==> src/rtl/ext_wait_pkg.sv <==
package ext_wait_pkg;

  localparam int FIELD_W     = 3;
  localparam int NUM_REGIONS = 5;
  localparam int CFG_W       = 16;

  localparam logic [1:0] SPACE_PROG = 2'd0;
  localparam logic [1:0] SPACE_DLO  = 2'd1;
  localparam logic [1:0] SPACE_DHI  = 2'd2;
  localparam logic [1:0] SPACE_IO   = 2'd3;

  // Strobes from control to datapath
  typedef struct packed {
    logic busy;     // an access is open
    logic start;    // latch a new target, begin counting
    logic advance;  // counter may step this cycle
    logic finish;   // access completes, counter clears
  } wait_strobe_t;

endpackage

==> src/rtl/ext_wait_dp.sv <==
module ext_wait_dp
  import ext_wait_pkg::*;
#(
  parameter int FLD_W = FIELD_W,
  parameter int N_REG = NUM_REGIONS,
  parameter int CW    = CFG_W
) (
  input  logic                     clk,
  input  logic                     rstN,
  input  wait_strobe_t             strb,
  input  logic [1:0]               region,
  input  logic                     cfgWe,
  input  logic                     cfgSel,
  input  logic [CW-1:0]            cfgWdata,
  output logic [CW-1:0]            cfgRdata,
  output logic                     atTarget,
  output logic                     cntClkEn
);

  localparam int CNT_W    = FLD_W + 1;
  localparam int FLDS_W   = N_REG * FLD_W;
  localparam int PAGE_BIT = CW - 1;
  localparam int IDX_W    = $clog2(N_REG);
  localparam logic [CW-1:0] WAIT_RST =
    {{(CW - FLDS_W){1'b0}}, {FLDS_W{1'b1}}};
  localparam logic [CNT_W-1:0] CNT_MAX = CNT_W'(2 * ((1 << FLD_W) - 1));

  logic [CW-1:0]    waitReg;
  logic             multEn;
  logic [FLD_W-1:0] fieldVal [N_REG];
  logic [IDX_W-1:0] selIdx;
  logic [FLD_W-1:0] selField;
  logic [CNT_W-1:0] effCnt;
  logic [CNT_W-1:0] target;
  logic [CNT_W-1:0] cnt;
  logic             anyWait;

  // Configuration words
  always_ff @(posedge clk or negedge rstN) begin
    if (!rstN) begin
      waitReg <= WAIT_RST;
      multEn  <= 1'b0;
    end else if (cfgWe) begin
      if (!cfgSel) waitReg <= cfgWdata;
      else         multEn  <= cfgWdata[0];
    end
  end

  assign cfgRdata = cfgSel ? {{(CW-1){1'b0}}, multEn} : waitReg;

  // Unpack the count fields
  for (genvar g = 0; g < N_REG; g++) begin : g_field
    assign fieldVal[g] = waitReg[g*FLD_W +: FLD_W];
  end

  assign anyWait = |waitReg[FLDS_W-1:0];

  // Region to field index; the page bit splits the program space
  always_comb begin
    unique case (region)
      SPACE_PROG: selIdx = waitReg[PAGE_BIT] ? IDX_W'(1) : IDX_W'(0);
      SPACE_DLO:  selIdx = IDX_W'(2);
      SPACE_DHI:  selIdx = IDX_W'(3);
      default:    selIdx = IDX_W'(4);
    endcase
  end

  assign selField = fieldVal[selIdx];
  assign effCnt   = multEn ? {selField, 1'b0} : {1'b0, selField};

  // Target and wait counter
  always_ff @(posedge clk or negedge rstN) begin
    if (!rstN) begin
      target <= '0;
    end else if (strb.start) begin
      target <= effCnt;
    end
  end

  always_ff @(posedge clk or negedge rstN) begin
    if (!rstN) begin
      cnt <= '0;
    end else if (strb.finish) begin
      cnt <= '0;
    end else if (strb.advance && cntClkEn) begin
      cnt <= cnt + 1'b1;
    end
  end

  assign atTarget = (cnt == target);
  assign cntClkEn = anyWait || (strb.busy && (target != '0));

  AST_TARGET_MAX: assert property (@(posedge clk) disable iff (!rstN)
    target <= CNT_MAX);
  AST_CNT_BOUND: assert property (@(posedge clk) disable iff (!rstN)
    strb.busy |-> cnt <= target);
  AST_IDLE_CNT_ZERO: assert property (@(posedge clk) disable iff (!rstN)
    !strb.busy |-> cnt == '0);
  AST_TARGET_HELD: assert property (@(posedge clk) disable iff (!rstN)
    (strb.busy && !strb.finish) |=> $stable(target));

endmodule

==> src/rtl/ext_wait_ctrl.sv <==
module ext_wait_ctrl
  import ext_wait_pkg::*;
(
  input  logic         clk,
  input  logic         rstN,
  input  logic         accReq,
  input  logic         rdyIn,
  input  logic         atTarget,
  output wait_strobe_t strb,
  output logic         stall,
  output logic         done
);

  logic busy;
  logic accept;

  assign done   = busy && atTarget && rdyIn;
  assign stall  = busy && !done;
  assign accept = accReq && (!busy || done);

  always_ff @(posedge clk or negedge rstN) begin
    if (!rstN)       busy <= 1'b0;
    else if (accept) busy <= 1'b1;
    else if (done)   busy <= 1'b0;
  end

  always_comb begin
    strb.busy    = busy;
    strb.start   = accept;
    strb.advance = busy && !atTarget;
    strb.finish  = done;
  end

  AST_READY_HOLD: assert property (@(posedge clk) disable iff (!rstN)
    (busy && atTarget && !rdyIn) |=> busy);
  AST_NO_EARLY_DONE: assert property (@(posedge clk) disable iff (!rstN)
    (busy && !atTarget) |=> busy);
  AST_IDLE_NO_STALL: assert property (@(posedge clk) disable iff (!rstN)
    !busy |-> !stall && !done);

endmodule

==> src/rtl/ext_wait_gen.sv <==
module ext_wait_gen
  import ext_wait_pkg::*;
(
  input  logic        clk,
  input  logic        rstN,
  input  logic        accReq,
  input  logic [1:0]  region,
  input  logic        rdyIn,
  input  logic        cfgWe,
  input  logic        cfgSel,
  input  logic [15:0] cfgWdata,
  output logic [15:0] cfgRdata,
  output logic        stall,
  output logic        done,
  output logic        cntClkEn
);

  wait_strobe_t strb;
  logic         atTarget;

  ext_wait_ctrl u_ctrl (
    .clk      (clk),
    .rstN     (rstN),
    .accReq   (accReq),
    .rdyIn    (rdyIn),
    .atTarget (atTarget),
    .strb     (strb),
    .stall    (stall),
    .done     (done)
  );

  ext_wait_dp #(
    .FLD_W (FIELD_W),
    .N_REG (NUM_REGIONS),
    .CW    (CFG_W)
  ) u_dp (
    .clk      (clk),
    .rstN     (rstN),
    .strb     (strb),
    .region   (region),
    .cfgWe    (cfgWe),
    .cfgSel   (cfgSel),
    .cfgWdata (cfgWdata),
    .cfgRdata (cfgRdata),
    .atTarget (atTarget),
    .cntClkEn (cntClkEn)
  );

endmodule

==> config.mk <==
export PLATFORM = sky130hd
export DESIGN_NAME = ext_wait_gen
export DESIGN_NICKNAME = d
export VERILOG_FILES = /design/src/rtl/ext_wait_pkg.sv /design/src/rtl/ext_wait_dp.sv /design/src/rtl/ext_wait_ctrl.sv /design/src/rtl/ext_wait_gen.sv
export SDC_FILE = /design/constraint.sdc
export NUM_CORES = 1
export LEC_CHECK = 0
export BUFFER_PORTS_ARGS = -buffer_cell sky130_fd_sc_hd__buf_4
export CAP_MARGIN = 20
export CORE_ASPECT_RATIO = 0.7
export CORE_MARGIN = 1
export CORE_UTILIZATION = 51
export DETAILED_ROUTE_END_ITERATION = 10
export MAX_ROUTING_LAYER = met4
export PLACE_DENSITY_LB_ADDON = 0.15
export SYNTH_ARGS = -nofsm -noshare
export SYNTH_HDL_FRONTEND = slang
export SYNTH_SLANG_ARGS = --single-unit
export TNS_END_PERCENT = 10
==> constraint.sdc <==
create_clock -name clk -period 2 [get_ports clk]
set_input_delay 0.5 -clock clk [delete_from_list [all_inputs] [get_ports clk]]
set_output_delay 0.5 -clock clk [all_outputs]
set_load 0.03 [all_outputs]
* After elaboration in Yosys (flattened, before gate mapping)
Index checks and enable logic that the tools add are counted.
W data, S select, Z words.
** Storage, ports and cells
- Register bits after elaboration :: 26
- Bits of input ports :: 24
- Output and inout port bits :: 19
- Logic and storage cells :: 42
** Cells by class
- Add/subtract/negate cells :: 1
- Magnitude comparators :: 1
- Eq/ne operators :: 3
- Mux-type cells :: 11
- Bitwise logic cells :: 2
- Reduce and logical (&&, ||, !) cells :: 19
** Operators with widths (number)
- $mux W16 :: 1
- $reduce_or A15 Y1 :: 1
- $mux W4 :: 3
- $bmux W3 S3 :: 1
- $pmux W3 S3 :: 1
- $logic_and A1 B1 Y1 :: 7
- $mux W3 :: 2
- $add A4 B1 Y4 const B :: 1
- $eq A4 B4 Y1 :: 1
- $ge A4 B4 Y1 const B :: 1
- $not A3 Y4 :: 1
- $reduce_and A2 Y1 :: 2
- $reduce_bool A2 Y1 :: 2
- $reduce_bool A4 Y1 :: 1
- $logic_not A1 Y1 :: 3
- $mux W1 :: 3
- $eq A2 B1 Y1 const B :: 1
- $eq A2 B2 Y1 const B :: 1
- $logic_not A2 Y1 :: 1
- $logic_or A1 B1 Y1 :: 2
- $not A1 Y1 :: 1

* Depth between registers and ports, before layout
- Depth after elaboration :: 7
- Gate-level depth with buffers :: 7
- Mapped depth without buffers :: 7

* Cells and area by module
A second synthesis with hierarchy kept.
** Second synthesis, totals
- Cells, all modules :: 130
- Area, all modules :: 1501.4 µm²
** Modules (own cells, without submodules)
- ext_wait_dp :: instances 1, cells each 121, area an instance 1406.3 µm², sequential area each 644.4 µm²
- ext_wait_ctrl :: instances 1, cells each 9, area an instance 95.1 µm², sequential area each 25.0 µm²

* Least setup slack after synthesis
No wires, ideal clock.
- Path kind :: register to output
- Start point :: register u_dp.cnt[2]
- End point :: output port stall
- Arrival :: 1332 ps
- Data required time :: 1500 ps
- Slack :: 168 ps
- Stages on the path, launching flop included :: 4
- Buffers on the path :: 0
- Cells stage by stage :: dfrtp_1 -> xnor2_1 -> and4_1 -> a21oi_1
** On the way
- Cells in the longest elaborated chain, start to end :: 5
** RTL lines
- start: declaration :: RTL line ext_wait_dp.sv:35 : logic [CNT_W-1:0] cnt;
- start signal: assignment :: RTL line ext_wait_dp.sv:86 : cnt <= cnt + 1'b1;
- $eq A4 B4 Y1 :: RTL line ext_wait_dp.sv:90 : assign atTarget = (cnt == target);
- $logic_and A1 B1 Y1 (2 in a row) :: RTL line ext_wait_ctrl.sv:17 : assign done = busy && atTarget && rdyIn;
- $logic_not A1 Y1 :: RTL line ext_wait_ctrl.sv:18 : assign stall = busy && !done;
- $logic_and A1 B1 Y1 :: RTL line ext_wait_ctrl.sv:18
- end: declaration :: RTL line ext_wait_gen.sv:13 : output logic stall,
No other way between the ends.

* Worst setup path in the final report
- Start point :: register u_dp.target[3]
- End point :: output port done
** On the way
- Cells in the longest elaborated chain, start to end :: 3
** RTL lines
- start: declaration :: RTL line ext_wait_dp.sv:34 : logic [CNT_W-1:0] target;
- start signal: assignment :: RTL line ext_wait_dp.sv:76 : target <= effCnt;
- $eq A4 B4 Y1 :: RTL line ext_wait_dp.sv:90
- $logic_and A1 B1 Y1 (2 in a row) :: RTL line ext_wait_ctrl.sv:17
- end: declaration :: RTL line ext_wait_gen.sv:14 : output logic done,
No other way between the ends.

==> results by group <==
STA
  • Worst setup skew after layout: 0.00596 ns
  • Number of endpoints with negative hold slack in the final report: 0
  • Worst slew margin relative to its limit: 72.8%
  • Final count of pins violating max slew: 0
  • Smallest setup slack after layout: -0.0335 ns
  • Transition time at the pin with the least slew margin: 0.403 ns
  • RSZ-0062 raised after global routing: true
  • Highest attainable clock frequency: 0.492 GHz
  • Minimum clock period: 2.03 ns
  • Part of the cycle the worst path needs: 102%
  • Number of endpoints failing setup at the final stage: 2
  • Post-route worst hold slack: 0.117 ns

Global route
  • Number of global-route vias before repair: 1129
  • Antenna violations before repair: 0
  • First-pass GRT wire length: 5550 um
  • Maximum number of pins on one net before global-route repair: 27
  • Total track usage: 26.0%
  • Sum of overflow across all layers after global routing: 0

Logic synthesis
  • Syn Nets: 161
  • Post-synth EDFFs: 0
  • Post-synthesis async set-or-reset flop share: 100%
  • Commonest cells post-synth: sky130_fd_sc_hd__mux2_2 (20), sky130_fd_sc_hd__nor2b_1 (16), sky130_fd_sc_hd__dfstp_2 (15), sky130_fd_sc_hd__dfrtp_1 (11)
  • Leading post-synthesis cells by cell area: sky130_fd_sc_hd__dfstp_2 (26%), sky130_fd_sc_hd__dfrtp_1 (18%), sky130_fd_sc_hd__mux2_2 (15%)
  • Synth area leader: sky130_fd_sc_hd__dfstp_2
  • Main flop type after synthesis: sky130_fd_sc_hd__dfstp_2
  • Post-synthesis area per instance: 11.2 um2
  • Sequential cell area fraction in the yosys report: 44.4%
  • Count of different cell masters after synthesis: 36
  • Most common cell in the netlist: sky130_fd_sc_hd__mux2_2
  • Share of Yosys cell area claimed by the top area cell type: 26.2%
  • Synthesized flop and latch total: 26
  • Number of instances in the synthesized netlist: 134
  • Number of synthesis warnings: 0
  • Cell Area, Synth: 1510 um2

Power and ir drop
  • Fraction of power consumed by combinational cells: 44.5%
  • Switching share of power: 36.7%
  • Portion of total power attributed to the clock network: 18.2%
  • Worst VDD drop: 616 uV
  • Internal power: 1.52 mW
  • Sequential Power Share: 37.3%
  • Power per standard cell area: 1140 nW/um2
  • Leakage: 0.910 nW
  • Sw power: 0.879 mW

Floorplanning
  • Die width: 67.0 um
  • IO Count: 43
  • Starting Density: 53.8%
  • Placement row count: 16
  • Die Y-Extent: 47.5 um
  • Area of the die: 3180 um2
  • CORE AREA: 2800 um2

Placement
  • Post-Place Worst Slack: 0.00347 ns
  • Number of buffers inserted by port buffering: 42
  • Post-placement cell count: 213
  • DP Wirelength: 2650 um
  • Final weighted congestion of routability-driven global placement: 0.841
  • Placed cell areas: 1880 um2

Detailed routing
  • Via count of the routed design: 1289
  • Average via count per standard cell: 5.81
  • First-pass detailed-route iteration total: 4
  • Final ANT Viol Nets: 0
  • Drt initial violations: 118
  • Metal2 WL: 1940 um
  • Routed length on met3: 342 um
  • Sum of routed wire segments on met1: 1730 um
  • Uppermost signal routing layer after detailed routing: met4
  • Aggregate routed wire length: 4130 um
  • DRC violation count after routing: 0
  • Average routed wire per standard cell: 18.6 um

CTS
  • Later-pin clock latency in the skew report: 0.27 ns
  • Maximum clock path buffer count: 2
  • CTS root buffer: sky130_fd_sc_hd__clkbuf_8
  • Total clock buffers created by CTS: 3
  • Clock Sink Count: 26
  • Clk slew on worst S/H paths: 0.09 ns
  • CTS HTree Levels: 1
  • TritonCTS clock tree: yes

Worst setup path
  • Peak fanout along the critical path: 3
  • Startpoint type of the worst setup path: flop
  • Worst EP arrival: 1.53 ns
  • Flop2flop setup slack: 0.20 ns
  • Data required time at the worst endpoint: 1.50 ns
  • Class of the most critical setup path: reg -> out
  • Endpoint type of the worst setup path: output port

Finish
  • Post-route cell area: 2090 um2
  • Final-layout fill cell count: 191
  • Layout Cells excl Fill: 222
  • Share of the core filled with cells: 74.6%
  • Area growth from synthesis to layout: 38.9%
  • Fraction of layout instances using a drive strength above 1: 60.2%
  • Count of inserted antenna diode cells: 0
  • Number of nets in the layout: 214

Run status
  • Violations in the final reports: negative setup slack
  • Run status: complete, but fails checks

Run
  • Number of max-capacitance violations reported: 0

Min path
  • Worst min path class: in -> async
-- worst max-delay path, cell delays in order (launching register included) --
cell                      delay (ns)
sky130_fd_sc_hd__dfrtp_1        0.45
sky130_fd_sc_hd__xnor2_2        0.21
sky130_fd_sc_hd__and4_4         0.27
sky130_fd_sc_hd__and3_4         0.21
sky130_fd_sc_hd__buf_6          0.13
-- placed cells by master (no fill, tap or decap), types with 2 or more instances in the layout --
cell,count
sky130_fd_sc_hd__inv_1,6
sky130_fd_sc_hd__o211ai_1,2
sky130_fd_sc_hd__o2bb2ai_1,2
sky130_fd_sc_hd__clkbuf_8,3
sky130_fd_sc_hd__xnor2_1,2
sky130_fd_sc_hd__dfstp_2,15
sky130_fd_sc_hd__o31ai_1,4
sky130_fd_sc_hd__nor2b_1,16
sky130_fd_sc_hd__buf_4,51
sky130_fd_sc_hd__ha_1,3
sky130_fd_sc_hd__nand2_1,2
sky130_fd_sc_hd__nand2b_1,2
sky130_fd_sc_hd__nor2_1,4
sky130_fd_sc_hd__a221oi_1,3
sky130_fd_sc_hd__dfrtp_1,7
sky130_fd_sc_hd__nor4_2,3
sky130_fd_sc_hd__xnor2_2,4
sky130_fd_sc_hd__o21ai_0,5
sky130_fd_sc_hd__mux2i_1,5
sky130_fd_sc_hd__mux2_2,20
sky130_fd_sc_hd__buf_6,2
sky130_fd_sc_hd__dfrtp_2,4
-- area by class of cell --
type / count / area, um2 / area share, %
clock buffer: 3 / 41.3 / 1.97
inverter: 6 / 22.5 / 1.08
multi-input combinational: 97 / 873 / 41.7
sequential: 26 / 674 / 32.2
tap: 36 / 45.0 / 2.15
timing repair buffer: 53 / 405 / 19.4
clock inverter: 1 / 30.0 / 1.44
-- repair_timing --
item,4_1_cts,5_1_grt
resized for setup,6,16
hold buffers,0,0
setup endpoints to repair,3,3
pin swaps,2,6
setup buffers,2,3
-- worst paths after layout --
check                                               end                    startpoint  depth (start not counted)
hold / removal                  u_dp.cnt[1]$_DFFE_PN0P_                          rstN                          1
max in group asynchronous  u_dp.waitReg[13]$_DFFE_PN1P_                          rstN                          1
setup / recovery                                   done    u_dp.target[3]$_DFFE_PN0P_                          4
hold reg to reg            u_dp.waitReg[15]$_DFFE_PN0P_  u_dp.waitReg[15]$_DFFE_PN0P_                          1
min in group clk           u_dp.waitReg[14]$_DFFE_PN1P_                  cfgWdata[14]                          2
setup reg to reg             u_dp.target[0]$_DFFE_PN0P_    u_dp.target[3]$_DFFE_PN0P_                          6
-- power groups by stage --
stage,Combinational (mW),Clock (mW),Sequential [mW]
after floorplan,0.638,0,0.803
after global placement,0.828,0,0.845
after detailed placement,0.860,0,0.848
after CTS,0.884,0.442,0.849
after global routing,1.15,0.465,0.905
final,1.07,0.437,0.893
-- registers in the layout, indices dropped and copies added (netlist names) --
| signal | cells |
|---|---|
| u_dp.waitReg | 16 |
| u_dp.cnt | 4 |
| u_dp.target | 4 |
| u_ctrl.busy | 1 |
| u_dp.multEn | 1 |
-- metal layers --
layer	track usage [%]	up-vias
met1	35.0	613
met4	7.66	0
met2	38.8	70
met5	-	-
li1	-	590
met3	7.14	16
-- stage by stage --
step	TNS (ns)	power [mW]
after floorplan	0	1.44
after global placement	0	1.67
after detailed placement	0	1.71
after CTS	-0.0698	2.18
after global routing	-0.152	2.52
final	-0.0515	2.40
-- logic make-up (layout without fill, tap and decap cells) --
| logic type | Yosys count | after routing | synth area share [%] |
|---|---|---|---|
| AND/OR/NAND/NOR | 37 | 37 | 14.5 |
| AO/OA/AOI/OAI | 25 | 25 | 12.8 |
| buffers and inverters | 11 | 63 | 3.41 |
| adder cells (fa/ha/maj) | 3 | 3 | 2.49 |
| multiplexers | 25 | 25 | 18.3 |
| XOR/XNOR | 7 | 7 | 4.07 |
| flip-flops | 26 | 26 | 44.4 |
Note: power is estimated with default switching activity, not from simulation.
